$ cat src/rtl/opnd_pkg.sv
package opnd_pkg;
  localparam int SEL_W = 6;

  typedef enum logic [2:0] {
    KIND_REG  = 3'd0,
    KIND_MEM  = 3'd1,
    KIND_SP   = 3'd2,
    KIND_PC   = 3'd3,
    KIND_OVF  = 3'd4,
    KIND_IMM  = 3'd5,
    KIND_NONE = 3'd6
  } opnd_kind_e;

  typedef enum logic [3:0] {
    MODE_REG,
    MODE_IND,
    MODE_IDX,
    MODE_POP,
    MODE_PEEK,
    MODE_PUSH,
    MODE_SP,
    MODE_PC,
    MODE_OVF,
    MODE_ABS,
    MODE_NWLIT,
    MODE_SLIT
  } opnd_mode_e;
endpackage

$ cat src/rtl/opnd_sel_class.sv
module opnd_sel_class
  import opnd_pkg::*;
#(
  parameter int REG_IDX_W = 3
) (
  input  logic [SEL_W-1:0]     sel_i,
  output opnd_mode_e           mode_o,
  output logic [REG_IDX_W-1:0] reg_idx_o,
  output logic                 next_word_o,
  output logic                 literal_o
);
  always_comb begin
    reg_idx_o = sel_i[REG_IDX_W-1:0];
    mode_o    = MODE_SLIT;
    if (sel_i[5]) begin
      mode_o = MODE_SLIT;
    end else begin
      unique case (sel_i[4:3])
        2'b00: mode_o = MODE_REG;
        2'b01: mode_o = MODE_IND;
        2'b10: mode_o = MODE_IDX;
        default: begin
          unique case (sel_i[2:0])
            3'd0: mode_o = MODE_POP;
            3'd1: mode_o = MODE_PEEK;
            3'd2: mode_o = MODE_PUSH;
            3'd3: mode_o = MODE_SP;
            3'd4: mode_o = MODE_PC;
            3'd5: mode_o = MODE_OVF;
            3'd6: mode_o = MODE_ABS;
            default: mode_o = MODE_NWLIT;
          endcase
        end
      endcase
    end
  end

  assign next_word_o = (mode_o == MODE_IDX) || (mode_o == MODE_ABS) ||
                       (mode_o == MODE_NWLIT);
  // 0x1F and every short literal
  assign literal_o   = (sel_i >= SEL_W'(6'h1F));
endmodule

$ cat src/rtl/opnd_reg_mux.sv
module opnd_reg_mux #(
  parameter int DATA_W    = 16,
  parameter int NUM_REGS  = 8,
  parameter int REG_IDX_W = 3
) (
  input  logic [NUM_REGS*DATA_W-1:0] regs_i,
  input  logic [REG_IDX_W-1:0]       idx_i,
  output logic [DATA_W-1:0]          val_o
);
  logic [DATA_W-1:0] reg_arr [NUM_REGS];

  for (genvar g = 0; g < NUM_REGS; g++) begin : g_unpack
    assign reg_arr[g] = regs_i[g*DATA_W +: DATA_W];
  end

  assign val_o = reg_arr[idx_i];
endmodule

$ cat src/rtl/opnd_ptr_upd.sv
module opnd_ptr_upd
  import opnd_pkg::*;
#(
  parameter int DATA_W = 16
) (
  input  opnd_mode_e        mode_i,
  input  logic              skip_i,
  input  logic              next_word_i,
  input  logic [DATA_W-1:0] sp_i,
  input  logic [DATA_W-1:0] pc_i,
  output logic [DATA_W-1:0] stack_addr_o,
  output logic              sp_wr_o,
  output logic [DATA_W-1:0] sp_next_o,
  output logic              pc_wr_o,
  output logic [DATA_W-1:0] pc_next_o
);
  logic [DATA_W-1:0] sp_inc, sp_dec;

  assign sp_inc = sp_i + DATA_W'(1);
  assign sp_dec = sp_i - DATA_W'(1);

  // push addresses the pre-decremented slot
  assign stack_addr_o = (mode_i == MODE_PUSH) ? sp_dec : sp_i;

  always_comb begin
    sp_wr_o   = 1'b0;
    sp_next_o = '0;
    if (!skip_i) begin
      if (mode_i == MODE_POP) begin
        sp_wr_o   = 1'b1;
        sp_next_o = sp_inc;
      end else if (mode_i == MODE_PUSH) begin
        sp_wr_o   = 1'b1;
        sp_next_o = sp_dec;
      end
    end
  end

  // a following word is consumed even when skipping
  assign pc_wr_o   = next_word_i;
  assign pc_next_o = next_word_i ? (pc_i + DATA_W'(1)) : '0;
endmodule

$ cat src/rtl/operand_decoder.sv
module operand_decoder
  import opnd_pkg::*;
#(
  parameter int DATA_W    = 16,
  parameter int NUM_REGS  = 8,
  parameter int REG_IDX_W = $clog2(NUM_REGS)
) (
  input  logic                       clk_i,
  input  logic                       rst_ni,
  input  logic                       valid_i,
  input  logic                       skip_i,
  input  logic [5:0]                 sel_i,
  input  logic [NUM_REGS*DATA_W-1:0] regs_i,
  input  logic [DATA_W-1:0]          sp_i,
  input  logic [DATA_W-1:0]          pc_i,
  input  logic [DATA_W-1:0]          ovf_i,
  input  logic [DATA_W-1:0]          next_word_i,
  output logic                       valid_o,
  output logic [2:0]                 kind_o,
  output logic [REG_IDX_W-1:0]       reg_idx_o,
  output logic [DATA_W-1:0]          value_o,
  output logic [DATA_W-1:0]          addr_o,
  output logic                       literal_o,
  output logic                       mem_o,
  output logic                       sp_wr_o,
  output logic [DATA_W-1:0]          sp_next_o,
  output logic                       pc_wr_o,
  output logic [DATA_W-1:0]          pc_next_o,
  output logic                       extra_cycle_o
);
  localparam int SLIT_W = SEL_W - 1;

  opnd_mode_e           mode;
  logic [REG_IDX_W-1:0] ridx;
  logic                 uses_nw, is_lit;
  logic [DATA_W-1:0]    reg_val, stack_addr;
  logic                 sp_wr_d, pc_wr_d;
  logic [DATA_W-1:0]    sp_next_d, pc_next_d;

  opnd_sel_class #(.REG_IDX_W(REG_IDX_W)) u_class (
    .sel_i       (sel_i),
    .mode_o      (mode),
    .reg_idx_o   (ridx),
    .next_word_o (uses_nw),
    .literal_o   (is_lit)
  );

  opnd_reg_mux #(
    .DATA_W    (DATA_W),
    .NUM_REGS  (NUM_REGS),
    .REG_IDX_W (REG_IDX_W)
  ) u_rmux (
    .regs_i (regs_i),
    .idx_i  (ridx),
    .val_o  (reg_val)
  );

  opnd_ptr_upd #(.DATA_W(DATA_W)) u_ptr (
    .mode_i       (mode),
    .skip_i       (skip_i),
    .next_word_i  (uses_nw),
    .sp_i         (sp_i),
    .pc_i         (pc_i),
    .stack_addr_o (stack_addr),
    .sp_wr_o      (sp_wr_d),
    .sp_next_o    (sp_next_d),
    .pc_wr_o      (pc_wr_d),
    .pc_next_o    (pc_next_d)
  );

  opnd_kind_e           kind_d;
  logic [REG_IDX_W-1:0] ridx_d;
  logic [DATA_W-1:0]    value_d, addr_d;
  logic                 mem_d, extra_d;

  always_comb begin
    kind_d  = KIND_NONE;
    ridx_d  = '0;
    value_d = '0;
    addr_d  = '0;
    mem_d   = 1'b0;
    extra_d = 1'b0;
    if (!skip_i) begin
      extra_d = uses_nw;
      unique case (mode)
        MODE_REG: begin
          kind_d  = KIND_REG;
          ridx_d  = ridx;
          value_d = reg_val;
        end
        MODE_IND: begin
          kind_d = KIND_MEM;
          addr_d = reg_val;
        end
        MODE_IDX: begin
          kind_d = KIND_MEM;
          addr_d = next_word_i + reg_val;
        end
        MODE_POP, MODE_PEEK, MODE_PUSH: begin
          kind_d = KIND_MEM;
          addr_d = stack_addr;
        end
        MODE_SP: begin
          kind_d  = KIND_SP;
          value_d = sp_i;
        end
        MODE_PC: begin
          kind_d  = KIND_PC;
          value_d = pc_i;
        end
        MODE_OVF: begin
          kind_d  = KIND_OVF;
          value_d = ovf_i;
        end
        MODE_ABS: begin
          kind_d = KIND_MEM;
          addr_d = next_word_i;
        end
        MODE_NWLIT: begin
          kind_d  = KIND_IMM;
          value_d = next_word_i;
        end
        default: begin
          kind_d  = KIND_IMM;
          value_d = DATA_W'(sel_i[SLIT_W-1:0]);
        end
      endcase
      mem_d = (kind_d == KIND_MEM);
    end
  end

  always_ff @(posedge clk_i or negedge rst_ni) begin
    if (!rst_ni) begin
      valid_o       <= 1'b0;
      kind_o        <= '0;
      reg_idx_o     <= '0;
      value_o       <= '0;
      addr_o        <= '0;
      literal_o     <= 1'b0;
      mem_o         <= 1'b0;
      sp_wr_o       <= 1'b0;
      sp_next_o     <= '0;
      pc_wr_o       <= 1'b0;
      pc_next_o     <= '0;
      extra_cycle_o <= 1'b0;
    end else if (valid_i) begin
      valid_o       <= 1'b1;
      kind_o        <= kind_d;
      reg_idx_o     <= ridx_d;
      value_o       <= value_d;
      addr_o        <= addr_d;
      literal_o     <= is_lit;
      mem_o         <= mem_d;
      sp_wr_o       <= sp_wr_d;
      sp_next_o     <= sp_next_d;
      pc_wr_o       <= pc_wr_d;
      pc_next_o     <= pc_next_d;
      extra_cycle_o <= extra_d;
    end else begin
      valid_o       <= 1'b0;
      kind_o        <= '0;
      reg_idx_o     <= '0;
      value_o       <= '0;
      addr_o        <= '0;
      literal_o     <= 1'b0;
      mem_o         <= 1'b0;
      sp_wr_o       <= 1'b0;
      sp_next_o     <= '0;
      pc_wr_o       <= 1'b0;
      pc_next_o     <= '0;
      extra_cycle_o <= 1'b0;
    end
  end
endmodule

$ cat config.mk
export PLATFORM = sky130hd
export DESIGN_NAME = operand_decoder
export DESIGN_NICKNAME = d
export VERILOG_FILES = /design/src/rtl/opnd_pkg.sv /design/src/rtl/opnd_sel_class.sv /design/src/rtl/opnd_reg_mux.sv /design/src/rtl/opnd_ptr_upd.sv /design/src/rtl/operand_decoder.sv
export SDC_FILE = /design/constraint.sdc
export NUM_CORES = 1
export LEC_CHECK = 0
export ABC_AREA = 1
export BUFFER_PORTS_ARGS = -buffer_cell sky130_fd_sc_hd__buf_2
export CAP_MARGIN = 20
export CORE_MARGIN = 1
export CORE_UTILIZATION = 40
export DETAILED_ROUTE_END_ITERATION = 10
export GPL_TIMING_DRIVEN = 1
export PLACE_DENSITY = 0.69
export SLEW_MARGIN = 20
export SYNTH_ARGS = -nofsm -noshare
export SYNTH_HDL_FRONTEND = slang
export SYNTH_SLANG_ARGS = --single-unit
$ cat constraint.sdc
create_clock -name clk_i -period 1.2 [get_ports clk_i]
set_clock_uncertainty 0.05 [all_clocks]
set_input_delay 0.24 -clock clk_i [delete_from_list [all_inputs] [get_ports clk_i]]
set_output_delay 0.24 -clock clk_i [all_outputs]
set_load 0.01 [all_outputs]
==> impl_results.md <==
* PwrDens at roughly 800 nW/um^2
* Pint at a little over 0.006 W
* Required time worst endpoint at 1.40 ns
* DIE AREA at between 15000 and 20000 sq um
* CP peak stage delay at 0.40 ns
* NetSw at between 0.003 and 0.004 W
* Combinational power share at 44.0%
* Buffers on Ports at approximately 280
* Reg clk slew, reported paths at 0.08 ns
* DR pass1 iterations at 8
* CTS Sinks at 76
* I/O pins at 278
* Longest Clk Path Bufs at 2
* Global-route wire length before repair at 51090 microns
* Startpoint types: input port
* Vias per Instance at 5.337
* Total congestion overflow at 0
* Seq/Total Area, Yosys at 27.77%
* Site Rows at 47
* Critical hold path startpoint: pc_i[2]
* Root buffer cell: clkbuf_16
* Hpwl dp at 26560 microns
* Layout area overhead at 78.41%
* Worst slew pin tran at between 0.4 and 0.5 ns
* Post-DRT Antenna Nets at 0
* Syn Std Cell Area at 6849 sq um
* Peak supply drop at about 0.79 mV
* Clock share of power at 28.7%
* RSZ-0062 raised after global routing: yes
* All-Layer GR Usage at 37.88%
* CP max FO at 8
* Ratio of final minimum period to clock period at 184.9%
* FILL cells at 1327
* Iter 0 DRT Violations at 983
* Number of max-cap violations at 0
* Largest net degree at the start of global routing at 77
* Initial antenna violation count at 0
* CP Capture Type: register
* Most common cell on crit path: nand2_2
* Final WL at 33570 microns
* Number of CTS-inserted buffers at 9
* Cell Chain, Critical Path: buf_8 > buf_12 > buf_12 > o21ai_2 > o22ai_1 > nand2_1 > nand2_2 > ha_4 > fa_2 > nand2_2 > nand2_2 > nand2_2 > nand2_4 > nand3_2 > nand3_2 > nor2_2 > nor2_1 > nand2_1 > nand3_1 > nand2_1 > inv_1
* Post-layout min period at around 2.2 ns
* Synthesized instance count at roughly 1.1k
* Core ar. at 16640 sq um
* Final TNS setup at -62.83 ns
* Number of global-route vias before repair at around 9.4k
* Library cells used by synthesis at 41
* Die span in y at 132.9 microns
* Switching Share at 37.22%
* CTS H-Tree Depth at 3
* Wire per inst at 18.11 microns
* Setup crit end: addr_o[12]
* DR vias at around 9.9k
* Max Freq at 450.7 MHz
* Remaining routing DRC violations at 0
* Worst setup path category: in -> reg
* Leak pwr at 6.341 nW
* Dpl ws at -1.419 ns
* Finished Core Util at approximately three quarters
* Ys Warns at 0
* Final WS setup at -1.019 ns
* Critical Path Slowest Stage Cell: fa_2
* Status: finished with violations
* Final Max Slew Viols at 0
* Die Width at 132.9 microns
* Starting Density at 41.15%
* Crit path from: sel_i[0]
* Relative slew margins at 71.33%
* Synth Area per Inst at approximately 6.3 sq um
* TritonCTS clock tree: built
* Worst min path class: in -> reg
* Failing checks: negative setup slack
* Data arrival, critical path at 2.41 ns
* Nets at 1854
* Final setup viols at 74
* Final Hold Fails at 0
* Syn Nets at between 1k and 1.5k
* Yosys reg bits at between 70 and 80
* Hold WS at 0.06749 ns
* Share of cells above drive strength 1 at 48.93%
* Flop pwr share at 27.4%
* RD Place Congestion at 1.006
==> cell type report <==
class | instances | area [sq um] | share of cell area [%]
multi-input combinational | 879 | 5275 | 43.17
timing repair buffer | 579 | 4128 | 33.78
sequential | 76 | 1902 | 15.56
inverter | 83 | 346.6 | 2.836
tap | 220 | 275.3 | 2.253
clock buffer | 9 | 225.2 | 1.843
clock inverter | 7 | 65.06 | 0.5325
antenna | 1 | 2.502 | 0.02048
==> cell usage in the layout (no fill, tap or decap), types with 6 or more instances in the layout <==
cell and n:
buf_12 21, o21ai_2 10, xor2_1 20, nand3_4 7
buf_6 9, nor3_2 7, a21oi_1 32, nor2_2 16
nand4_1 16, o22ai_1 28, a21oi_4 7, buf_4 265
o21ai_1 57, nand3_1 39, nand2_1 212, a21oi_2 31
inv_1 63, dfrtp_1 76, nor2_4 19, nand2_2 36
inv_2 12, o21ai_0 62, clkbuf_16 10, nor2_1 190
nand2_4 13, buf_2 274, ha_4 18, a22oi_1 6
nand3_2 10
==> per-layer routing <==
metal / part of all wire [%] / track usage [%] / vias to the layer above
li1: - / - / 4691
met1: 43 / 51.94 / 4599
met2: 45 / 59.63 / 529
met3: 8.6 / 7.050 / 76
met4: 3.0 / 12.71 / 0
met5: 0 / 0 / -
==> cell usage after synthesis <==
master,instances,share of area [%]
o21ai_1,10,0.73
nand2_4,1,0.16
nand3_1,50,3.7
nand2_2,7,0.64
dfrtp_1,76,28
inv_1,71,3.9
a21oi_2,10,1.3
buf_6,7,1.2
or2_2,2,0.18
o211ai_1,3,0.33
o31ai_1,1,0.11
xnor2_1,5,0.64
o21bai_1,1,0.11
buf_2,12,0.88
nor2_2,10,0.91
nor3_2,1,0.15
o22ai_1,29,2.6
a21oi_1,60,4.4
nand3_2,4,0.58
nor2_1,208,11
ha_1,23,4.2
nand4_1,16,1.5
nor3_1,12,0.88
nor4_1,5,0.46
o21a_1,1,0.11
a31oi_1,5,0.46
xor2_1,20,2.6
a22oi_1,6,0.66
a21o_1,1,0.11
clkinv_1,2,0.11
o22ai_2,1,0.18
nor2_4,6,0.99
buf_4,3,0.33
o21ai_0,121,8.8
nand3_4,2,0.51
fa_1,1,0.29
clkbuf_2,2,0.15
inv_2,10,0.55
clkbuf_1,26,1.4
nand2_1,254,14
nand3b_1,2,0.22
==> logic make-up (layout without fill, tap and decap cells) <==
family	after synthesis	in the layout	share of synthesized area [%]
buffers and inverters	133	678	8.477
AO/OA/AOI/OAI	249	249	19.95
adder cells (fa/ha/maj)	24	24	4.494
flip-flops	76	76	27.77
other	0	1	0
XOR/XNOR	25	25	3.197
AND/OR/NAND/NOR	580	581	36.12
==> repair_timing <==
item / CTS / global route
endpoints found under the hold margin: 76 / 0
pin swaps: 47 / 39
setup buffers: 22 / 9
hold buffers: 1 / 0
gates resized for setup: 109 / 45
cloned: 7 / 1
setup endpoints to repair: 75 / 77
==> worst min path at each step <==
stage	slack [ns]	endpoint	cells after the start
after floorplan	-0.11	addr_o[0]	0
after global placement	0.24	addr_o[11]	2
after detailed placement	0.25	sp_next_o[7]	2
after CTS	0.06	pc_next_o[2]	2
after global routing	0.09	pc_next_o[2]	2
final	0.07	pc_next_o[2]	2
==> metrics by stage <==
step / power [W] / cells / area (sq um)
after detailed placement: 0.006352 / 1797 / 10940
after global routing: 0.01015 / 1853 / 12220
after global placement: 0.006334 / 1797 / 10940
after CTS: 0.009508 / 1843 / 11950
after floorplan: 0.004520 / 1087 / 7488
final: 0.009734 / 1854 / 12220
==> registers in the layout, indices dropped and copies added (netlist names) <==
register and cells:
addr_o 16, extra_cycle_o 1, kind_o 3, literal_o 1, mem_o 1, pc_next_o 16, pc_wr_o 1, reg_idx_o 3
sp_next_o 16, sp_wr_o 1, valid_o 1, value_o 16
==> power groups by stage <==
stage | clock network, W | logic, W | registers (W)
after global placement | 0 | 0.00362 | 0.00271
final | 0.00279 | 0.00428 | 0.00266
after CTS | 0.00280 | 0.00405 | 0.00266
after global routing | 0.00291 | 0.00458 | 0.00267
after detailed placement | 0 | 0.00364 | 0.00271
after floorplan | 0 | 0.00176 | 0.00276
==> worst max-delay path: cells and delay by family <==
kind | cells | cell delay (ns)
AOI/OAI and AO/OA | 2 | 0.19
adders and majority gates | 2 | 0.57
buffers and inverters | 4 | 0.41
and+or+nand+nor | 13 | 0.97
No activity file was read; power rests on OpenSTA's default activity.
